## config.mk

```make
export PLATFORM = sky130hd
export DESIGN_NAME = dual_dds_core
export DESIGN_NICKNAME = d
export VERILOG_FILES = /design/src/rtl/dds_pkg.sv /design/src/rtl/dds_ctrl_regs.sv /design/src/rtl/dds_phase_acc.sv /design/src/rtl/dds_sine_rom.sv /design/src/rtl/dds_amp_scale.sv /design/src/rtl/dual_dds_core.sv
export SDC_FILE = /design/constraint.sdc
export NUM_CORES = 1
export LEC_CHECK = 0
export ABC_AREA = 1
export ABC_CLOCK_PERIOD_IN_PS = 31400
export BUFFER_PORTS_ARGS = -buffer_cell sky130_fd_sc_hd__buf_2
export CAP_MARGIN = 5
export CORE_ASPECT_RATIO = 1.4
export CORE_MARGIN = 3
export CORE_UTILIZATION = 25
export CTS_CLUSTER_DIAMETER = 200
export DETAILED_ROUTE_END_ITERATION = 8
export GPL_TIMING_DRIVEN = 0
export PLACE_DENSITY = 0.46
export SLEW_MARGIN = 25
export SYNTH_ARGS = -nofsm -noshare
export SYNTH_HDL_FRONTEND = slang
export SYNTH_SLANG_ARGS = --single-unit
```

## constraint.sdc

```tcl
create_clock -name clk_i -period 31.4 [get_ports clk_i]
set_input_delay 0 -clock clk_i [delete_from_list [all_inputs] [get_ports clk_i]]
set_output_delay 0 -clock clk_i [all_outputs]
set_load 0.005 [all_outputs]
```

## src/rtl/dds_pkg.sv

```systemverilog
package dds_pkg;
  localparam int ACC_W    = 32;
  localparam int LUT_AW   = 8;
  localparam int SAMP_W   = 8;
  localparam int AMP_W    = 8;
  localparam int DEG_W    = 9;
  localparam int DEG_FULL = 360;

  typedef enum logic [1:0] {
    REG_TUNE = 2'd0,
    REG_DEG  = 2'd1,
    REG_AMP  = 2'd2
  } reg_sel_e;

  // round(d * 2^ACC_W / 360)
  function automatic logic [ACC_W-1:0] deg_to_ofs(input logic [DEG_W-1:0] d);
    logic [ACC_W+DEG_W-1:0] num;
    num = {d, {ACC_W{1'b0}}} + (ACC_W+DEG_W)'(DEG_FULL / 2);
    return ACC_W'(num / (ACC_W+DEG_W)'(DEG_FULL));
  endfunction
endpackage

```

## src/rtl/dds_ctrl_regs.sv

```systemverilog
module dds_ctrl_regs
  import dds_pkg::*;
(
  input  logic             clk_i,
  input  logic             rst_ni,
  input  logic             wr_en_i,
  input  logic [1:0]       wr_addr_i,
  input  logic [ACC_W-1:0] wr_data_i,
  input  logic             apply_i,
  output logic [ACC_W-1:0] tune_o,
  output logic [ACC_W-1:0] ofs_o,
  output logic [ACC_W-1:0] ofs_next_o,
  output logic [AMP_W-1:0] amp_o,
  output logic [DEG_W-1:0] deg_shd_o
);
  logic [ACC_W-1:0] tune_shd;
  logic [DEG_W-1:0] deg_shd;
  logic [AMP_W-1:0] amp_shd;

  always_ff @(posedge clk_i or negedge rst_ni) begin
    if (!rst_ni) begin
      tune_shd <= '0;
      deg_shd  <= '0;
      amp_shd  <= '1;
    end else if (wr_en_i) begin
      case (wr_addr_i)
        REG_TUNE: tune_shd <= wr_data_i;
        REG_DEG:  if (wr_data_i < ACC_W'(DEG_FULL)) deg_shd <= wr_data_i[DEG_W-1:0];
        REG_AMP:  amp_shd <= wr_data_i[AMP_W-1:0];
        default:  ;
      endcase
    end
  end

  assign ofs_next_o = deg_to_ofs(deg_shd);

  always_ff @(posedge clk_i or negedge rst_ni) begin
    if (!rst_ni) begin
      tune_o <= '0;
      ofs_o  <= '0;
      amp_o  <= '1;
    end else if (apply_i) begin
      tune_o <= tune_shd;
      ofs_o  <= ofs_next_o;
      amp_o  <= amp_shd;
    end
  end

  assign deg_shd_o = deg_shd;
endmodule

```

## src/rtl/dds_phase_acc.sv

```systemverilog
module dds_phase_acc #(
  parameter int W = 32
) (
  input  logic         clk_i,
  input  logic         rst_ni,
  input  logic         load_i,
  input  logic [W-1:0] load_val_i,
  input  logic [W-1:0] step_i,
  output logic [W-1:0] acc_o
);
  always_ff @(posedge clk_i or negedge rst_ni) begin
    if (!rst_ni)     acc_o <= '0;
    else if (load_i) acc_o <= load_val_i;
    else             acc_o <= acc_o + step_i;
  end
endmodule

```

## src/rtl/dds_sine_rom.sv

```systemverilog
module dds_sine_rom #(
  parameter int AW = 8,
  parameter int DW = 8
) (
  input  logic [AW-1:0] addr_i,
  output logic [DW-1:0] data_o
);
  localparam int DEPTH = 1 << AW;

  function automatic logic [DW-1:0] sin_pt(input int idx);
    real ph, v;
    ph = 2.0 * 3.14159265358979323846 * real'(idx) / real'(DEPTH);
    v  = (2.0 ** (DW-1)) + ((2.0 ** (DW-1)) - 1.0) * $sin(ph);
    return DW'($rtoi(v + 0.5));
  endfunction

  logic [DW-1:0] lut [DEPTH];

  for (genvar i = 0; i < DEPTH; i++) begin : g_lut
    localparam logic [DW-1:0] VAL = sin_pt(i);
    assign lut[i] = VAL;
  end

  assign data_o = lut[addr_i];
endmodule

```

## src/rtl/dds_amp_scale.sv

```systemverilog
module dds_amp_scale #(
  parameter int DW    = 8,
  parameter int AMP_W = 8
) (
  input  logic             clk_i,
  input  logic             rst_ni,
  input  logic [DW-1:0]    samp_i,
  input  logic [AMP_W-1:0] amp_i,
  output logic [DW-1:0]    samp_o
);
  localparam int PW = DW + AMP_W + 2;
  localparam logic signed [PW-1:0] MID = PW'(1) << (DW - 1);

  logic signed [PW-1:0] diff, prod, res;

  always_comb begin
    diff = $signed(PW'(samp_i)) - MID;
    prod = diff * $signed(PW'(amp_i));
    res  = (prod >>> AMP_W) + MID;
  end

  always_ff @(posedge clk_i or negedge rst_ni) begin
    if (!rst_ni) samp_o <= DW'(MID);
    else         samp_o <= DW'(res);
  end
endmodule

```

## src/rtl/dual_dds_core.sv

```systemverilog
module dual_dds_core
  import dds_pkg::*;
(
  input  logic              clk_i,
  input  logic              rst_ni,
  input  logic              wr_en_i,
  input  logic [1:0]        wr_addr_i,
  input  logic [ACC_W-1:0]  wr_data_i,
  input  logic              apply_i,
  output logic [SAMP_W-1:0] samp_a_o,
  output logic [SAMP_W-1:0] samp_b_o
);
  localparam int NCH = 2;

  logic [ACC_W-1:0]  tune_act, ofs_act, ofs_next;
  logic [AMP_W-1:0]  amp_act;
  logic [DEG_W-1:0]  deg_shd;
  logic [ACC_W-1:0]  acc      [NCH];
  logic [ACC_W-1:0]  load_val [NCH];
  logic [SAMP_W-1:0] samp     [NCH];

  dds_ctrl_regs u_ctrl (
    .clk_i      (clk_i),
    .rst_ni     (rst_ni),
    .wr_en_i    (wr_en_i),
    .wr_addr_i  (wr_addr_i),
    .wr_data_i  (wr_data_i),
    .apply_i    (apply_i),
    .tune_o     (tune_act),
    .ofs_o      (ofs_act),
    .ofs_next_o (ofs_next),
    .amp_o      (amp_act),
    .deg_shd_o  (deg_shd)
  );

  // channel 0 restarts at zero, channel 1 at the degree offset
  assign load_val[0] = '0;
  assign load_val[1] = ofs_next;

  for (genvar c = 0; c < NCH; c++) begin : g_ch
    logic [SAMP_W-1:0] tbl;

    dds_phase_acc #(.W(ACC_W)) u_acc (
      .clk_i      (clk_i),
      .rst_ni     (rst_ni),
      .load_i     (apply_i),
      .load_val_i (load_val[c]),
      .step_i     (tune_act),
      .acc_o      (acc[c])
    );

    dds_sine_rom #(.AW(LUT_AW), .DW(SAMP_W)) u_rom (
      .addr_i (acc[c][ACC_W-1 -: LUT_AW]),
      .data_o (tbl)
    );

    dds_amp_scale #(.DW(SAMP_W), .AMP_W(AMP_W)) u_scl (
      .clk_i  (clk_i),
      .rst_ni (rst_ni),
      .samp_i (tbl),
      .amp_i  (amp_act),
      .samp_o (samp[c])
    );
  end

  assign samp_a_o = samp[0];
  assign samp_b_o = samp[1];
endmodule

```

---- After elaboration in Yosys (flattened, before gate mapping) ----
Memories as Yosys holds them, arrays and structs flattened.
Cells that the tools add are included.
word-level totals
  flip-flop bits (word level) ............. 169
  memory bits (read-only) ................. 4,096
  output and inout bits ................... 16
  word-level logic and storage cells ...... 38
  memories kept ........................... 2
operators by class
  add/sub/neg operators ................... 7
  multiply operators ...................... 2
  div/mod/pow operators ................... 1
  magnitude comparators ................... 3
  equal/unequal tests ..................... 2
  muxes and demuxes ....................... 6
  bitwise operators ....................... 2
  reductions and logical operators ........ 4
memory list
  memory           words  width  rd ports  clocked after memory_dff  wr ports  line                RTL
  (no name shown)  256    8      1         0                         0         dds_sine_rom.sv:24  assign data_o = lut[addr_i];
  (no name shown)  256    8      1         0                         0         dds_sine_rom.sv:24
operators by type and width
  operator                                                                       number
  32-bit adder                                                                   2
  32-bit two-way mux                                                             2
  41-bit by 8-bit adder with 41-bit output, second input constant                1
  41-bit by 9-bit divider with 41-bit output, second input constant              1
  18-bit by 9-bit multiplier with 16-bit output                                  2
  32-bit by 9-bit less-than comparator with 1-bit output, second input constant  1
  8-bit two-way mux                                                              4
  9-bit greater-or-equal comparator, second input constant                       2
  8-bit inverter with 9-bit output                                               2
  8-bit by 8-bit subtractor with 9-bit output, second input constant             2
  8-bit adder, second input constant                                             2
  2-bit AND reduction                                                            2
  3-bit AND reduction                                                            1
  2-bit by 1-bit == test with 1-bit output, second input constant                1
  2-bit == test, second input constant                                           1
  2-bit logical NOT                                                              1

---- Longest topological paths before layout ----
  depth in word-level cells ............... 7
  depth in mapped cells ................... 279
  mapped depth without buffers ............ 246

---- Hierarchy ----
From an unflattened synthesis, not the netlist that was laid out.
second synthesis, totals
  cells, all modules ...................... 8,731
  area, all modules ....................... 51,054.0 µm²
modules (own cells, without submodules)
  module         times used  cells an instance  area each (µm²)  seq. area each (µm²)
  dds_ctrl_regs  1           5,880              34,341.7         3,047.9
  dds_phase_acc  2           617                3,529.6          800.8
  dds_amp_scale  2           401                2,895.3          201.4
  dds_sine_rom   2           407                1,929.4          0.0
  dual_dds_core  1           1                  3.8              0.0

---- Least setup slack after synthesis ----
No wires, ideal clock.
  kind .................................... reg-to-reg
  from .................................... reg u_ctrl.deg_shd[3] (netlist: u_ctrl.deg_shd_o[3])
  to ...................................... reg g_ch[1].u_acc.acc_o[0]
  library setup time ...................... 0.117 ns
  arrival time ............................ 34.246 ns
  path slack .............................. -2.963 ns
  stages on the path, launching flop included .. 266
  period minus slack after synthesis ...... 34.363 ns
  path through ............................ dfrtp_1 > inv_2 > nand2_2 > nand2_4 > nand2_2 > nand2_2 > nand2_1 > nand2_2 > inv_1 > nand3_2 > nand2_2 > nand2_4 > nand2_4 > nand2_2 > nand2_2 > inv_2 > nand2_2 > inv_2 > (+230 left out) > buf_12 > nand2_4 > nand2_1 > inv_1 > ha_1 > inv_1 > nand2_2 > a21oi_2 > nand2_2 > nor2_4 > nand3_4 > buf_6 > nand3_1 > nand3_1 > nor3_4 > nand3_1 > nor2_1 > nor2_1
on the way
  word-level cells in the longest chain between the ends .. 3
ends and longest elaborated chain
  element                                     line                 RTL
  from (decl)                                 dds_ctrl_regs.sv:17  logic [DEG_W-1:0] deg_shd;
  from (signal assigned)                      dds_ctrl_regs.sv:28  REG_DEG: if (wr_data_i < ACC_W'(DEG_FULL)) deg_shd <= wr_data_i[DEG_W-1:0];
  41-bit by 8-bit adder with 41-bit output    dds_pkg.sv:18        num = {d, {ACC_W{1'b0}}} + (ACC_W+DEG_W)'(DEG_FULL / 2);
  41-bit by 9-bit divider with 41-bit output  dds_pkg.sv:19        return ACC_W'(num / (ACC_W+DEG_W)'(DEG_FULL));
  32-bit two-way mux                          dds_phase_acc.sv:13  else if (load_i) acc_o <= load_val_i;
  to (signal assigned)                        dds_phase_acc.sv:13
  to (signal assigned)                        dds_phase_acc.sv:14  else acc_o <= acc_o + step_i;
  to (decl)                                   dds_phase_acc.sv:9   output logic [W-1:0] acc_o
Every way passes these cells.
A chain may end at the register's enable or synchronous reset.

---- Final worst setup path ----
Ends and elaborated chain as after synthesis.

==> impl_metrics.csv <==
group,metric,value,unit
die,fp-row-count,187,
placed_design,port_buffers,53,
timing,finalSetupTns,0,ns
timing,rsz0062_at_grt,"true",
cells_and_area,fin_nets,8127,
timing,worstMarginPinSlew,0.9600,ns
placed_design,place_worst_setup_slack,-7.219,ns
cells_and_area,fillerInstances,20870,
cells_and_area,regArea,0.004252,mm2
outcome,status,"finished clean",
clocking,cts_buffers,17,
synthesis,ys_types,85,
routing,drt_pass1_iterations,6,
synthesis,synth_most_common_cell,"nand2_1",
flow_run,maxCapViolCount,0,
synthesis,ys_warn_count,0,
timing,fin_crit,31.26,ns
worst_setup_path,cp.arrival,31.65,ns
clocking,path_clk_slew,0.09,ns
clocking,cts_tree,"yes",
worst_setup_path,worst_path_most_repeated_cell,"nand2_4",
die,die_w,372.4,um
global_routing,antenna_found_initial,2,
placed_design,routabilityCongestion,0.9208,
worst_setup_path,crit_fanout,12,
synthesis,netlist_area,0.04700,mm2
timing,skew,0.02560,ns
synthesis,synth_edf_count,0,
timing,hold_violations,0,
cells_and_area,stdcell_area,0.05527,mm2
synthesis,netlist.area_leader.share,0.1518,
placed_design,place_area,0.05117,mm2
global_routing,grt_usage,0.1693,
global_routing,grt-ovfl-total,0,
routing,routed_wl,165.7,mm
cells_and_area,area_growth,17.60,%
clocking,clk_latency,0.51,ns
global_routing,grt_max_degree,85,
worst_setup_path,worstSetupEndpointType,"register",
worst_setup_path,cp_slowest_stage_delay,0.41,ns
placed_design,dp_hpwl,138.4,mm
routing,drc,0,
clocking,clock_path_buffers,2,
worst_setup_path,cp_slowest_cell,"dfrtp_1",
clocking,clock-sinks,169,
cells_and_area,post-route-util,0.2968,
worst_setup_path,criticalPathCategory,"register to register",
routing,drtIter0Drc,2366,
routing,wl_per_cell,16.10,um
synthesis,ys_seq_area_frac,0.09047,
synthesis,synthCells,7458,
worst_setup_path,required,31.80,ns
synthesis,yosysTopAreaCell,"nand2_1",
synthesis,syn-num-nets,7769,
die,core,0.1862,mm2
timing,fin_crit_sh,0.9954,
cells_and_area,drive_gt1_frac,0.2756,
synthesis,synth_common_cells,"nand2_1 (1900), inv_1 (934), nor2_1 (733)",
global_routing,grt_pass1_vias,48320,
cells_and_area,multi_input_area,0.03826,mm2
timing,slew_viol_final,0,
routing,via_count,47840,
clocking,cts-root-buf,"clkbuf_16",
timing,fmax,31.99,MHz
synthesis,synth-async-reset-ratio,1.000,
global_routing,grt_pass1_wl,262.6,mm
worst_setup_path,crit_path_start_kind,"register",
die,die_area,0.1933,mm2
timing,slew-limit-headroom,0.3577,
routing,avgViaCountPerCell,4.650,
timing,timing.final.ws_setup,0.1450,ns
die,start_util,0.2523,
synthesis,ys_ff_latch,169,
synthesis,syn_area_per_cell,6.301,um2
clocking,htree_levels,4,
synthesis,synth.area.top_cells,"nand2_1 (15%), dfrtp_1 (8.0%), inv_1 (7.5%), nand2_2 (7.0%), nand2_4 (6.9%)",
routing,detail-route-antenna-nets,0,
synthesis,synth_flop_cell,"dfrtp_1",
die,io_pins,54,
worst_hold_path,hold_class,"input port to register",
timing,setup_viol,0,
die,dieHeight,519.0,um
kinds of logic after synthesis:
kind of cell,share of synthesized area
compound gates,0.08906
xor+xnor,0.02590
fa+ha+maj,0.08929
buf+inv,0.1294
flops,0.09047
mux,0.002875
simple gates,0.5730
critical path: cells and delay by family, from the launching register on:
kind	cells	cell delay, ns
DFF	1	0.41
buffers and inverters	76	8.43
and+or+nand+nor	147	14.30
adders and majority gates	24	6.40
AOI/OAI and AO/OA	10	1.42
sequential cells by signal, summed over array words and instances, names as in the netlist:
name,count
g_ch.u_acc.acc_o,64
u_ctrl.tune_o,32
u_ctrl.tune_shd,32
g_ch.u_scl.samp_o,16
u_ctrl.deg_shd_o,9
u_ctrl.amp_o,8
u_ctrl.amp_shd,8
final cells by class:
cell class	instances	area share
plain buffers	143	0.02837
clock buffers	17	0.007697
repair buffers	340	0.05028
multi-input cells	5983	0.6923
inverters	1162	0.08496
flip-flops and latches	169	0.07692
clock inverters	15	0.003826
well taps	2457	0.05562
diodes	1	0.00004528
cells in the final DEF, fill, tap and decap left out, types with 29 or more instances in the layout:
cell type,netlist,final
nor2_8,33,33
buf_12,27,56
nor2_1,733,693
nand3_2,137,156
clkinv_1,50,48
inv_2,108,125
nor2_2,108,112
nand3_4,57,76
nand4_1,212,212
o21ai_1,52,51
a21oi_1,173,169
inv_1,934,910
nor2_4,88,124
o21ai_2,28,30
nand2_2,527,535
buf_4,5,231
nor3_1,41,39
buf_2,2,53
ha_4,0,29
o21bai_1,52,51
nand3b_1,44,44
nand2_1,1900,1849
nand2_4,290,320
o21ai_0,253,248
dlygate4sd3_1,0,34
xnor2_1,50,50
ha_1,169,140
clkbuf_1,62,62
nand3_1,622,585
dfrtp_1,151,151
nand2_8,16,29
fa_1,104,104
xor2_1,89,89
per-layer routing:
layer  share of wire  global-route usage
met5        0.000078                   0
met4           0.050             0.07730
met3           0.021             0.01057
met2            0.53              0.3241
met1            0.40              0.1882
worst paths after layout:
kind                                     start  slack, ns  cells past startpoint                 endpoint
max                        u_ctrl.deg_shd_o[3]       0.14                    257   g_ch[1].u_acc.acc_o[0]
min                              wr_data_i[31]       0.04                      3      u_ctrl.tune_shd[31]
max reg2reg                u_ctrl.deg_shd_o[3]       0.14                    257   g_ch[1].u_acc.acc_o[0]
min reg2reg                u_ctrl.tune_shd[15]       0.47                      2        u_ctrl.tune_o[15]
max in group asynchronous               rst_ni      30.04                      3  g_ch[0].u_scl.samp_o[6]
min in group asynchronous               rst_ni       0.06                      2  g_ch[1].u_scl.samp_o[7]
stage by stage:
stage | hold WS (ns) | std cells
6_report | 0.04208 | 10290
5_1_grt | 0.05756 | 10290
4_1_cts | 0.02086 | 10250
3_5_place_dp | -0.1389 | 9970
3_3_place_gp | 0.2998 | 9968
2_1_floorplan | -0.2956 | 7458
timing repair:
action | 4_1_cts | 5_1_grt
pin swaps | 131 | 46
buffers inserted | 210 | 38
hold buffers | 34 | 0
gates cloned | 4 | 0
gates resized for setup | 190 | 64
setup endpoints to repair | 6 | 3
hold endpoints to repair | 121 | 0
Power is not shown: default switching activity piles up to over one toggle a cycle in this logic, so the estimate is an artifact.
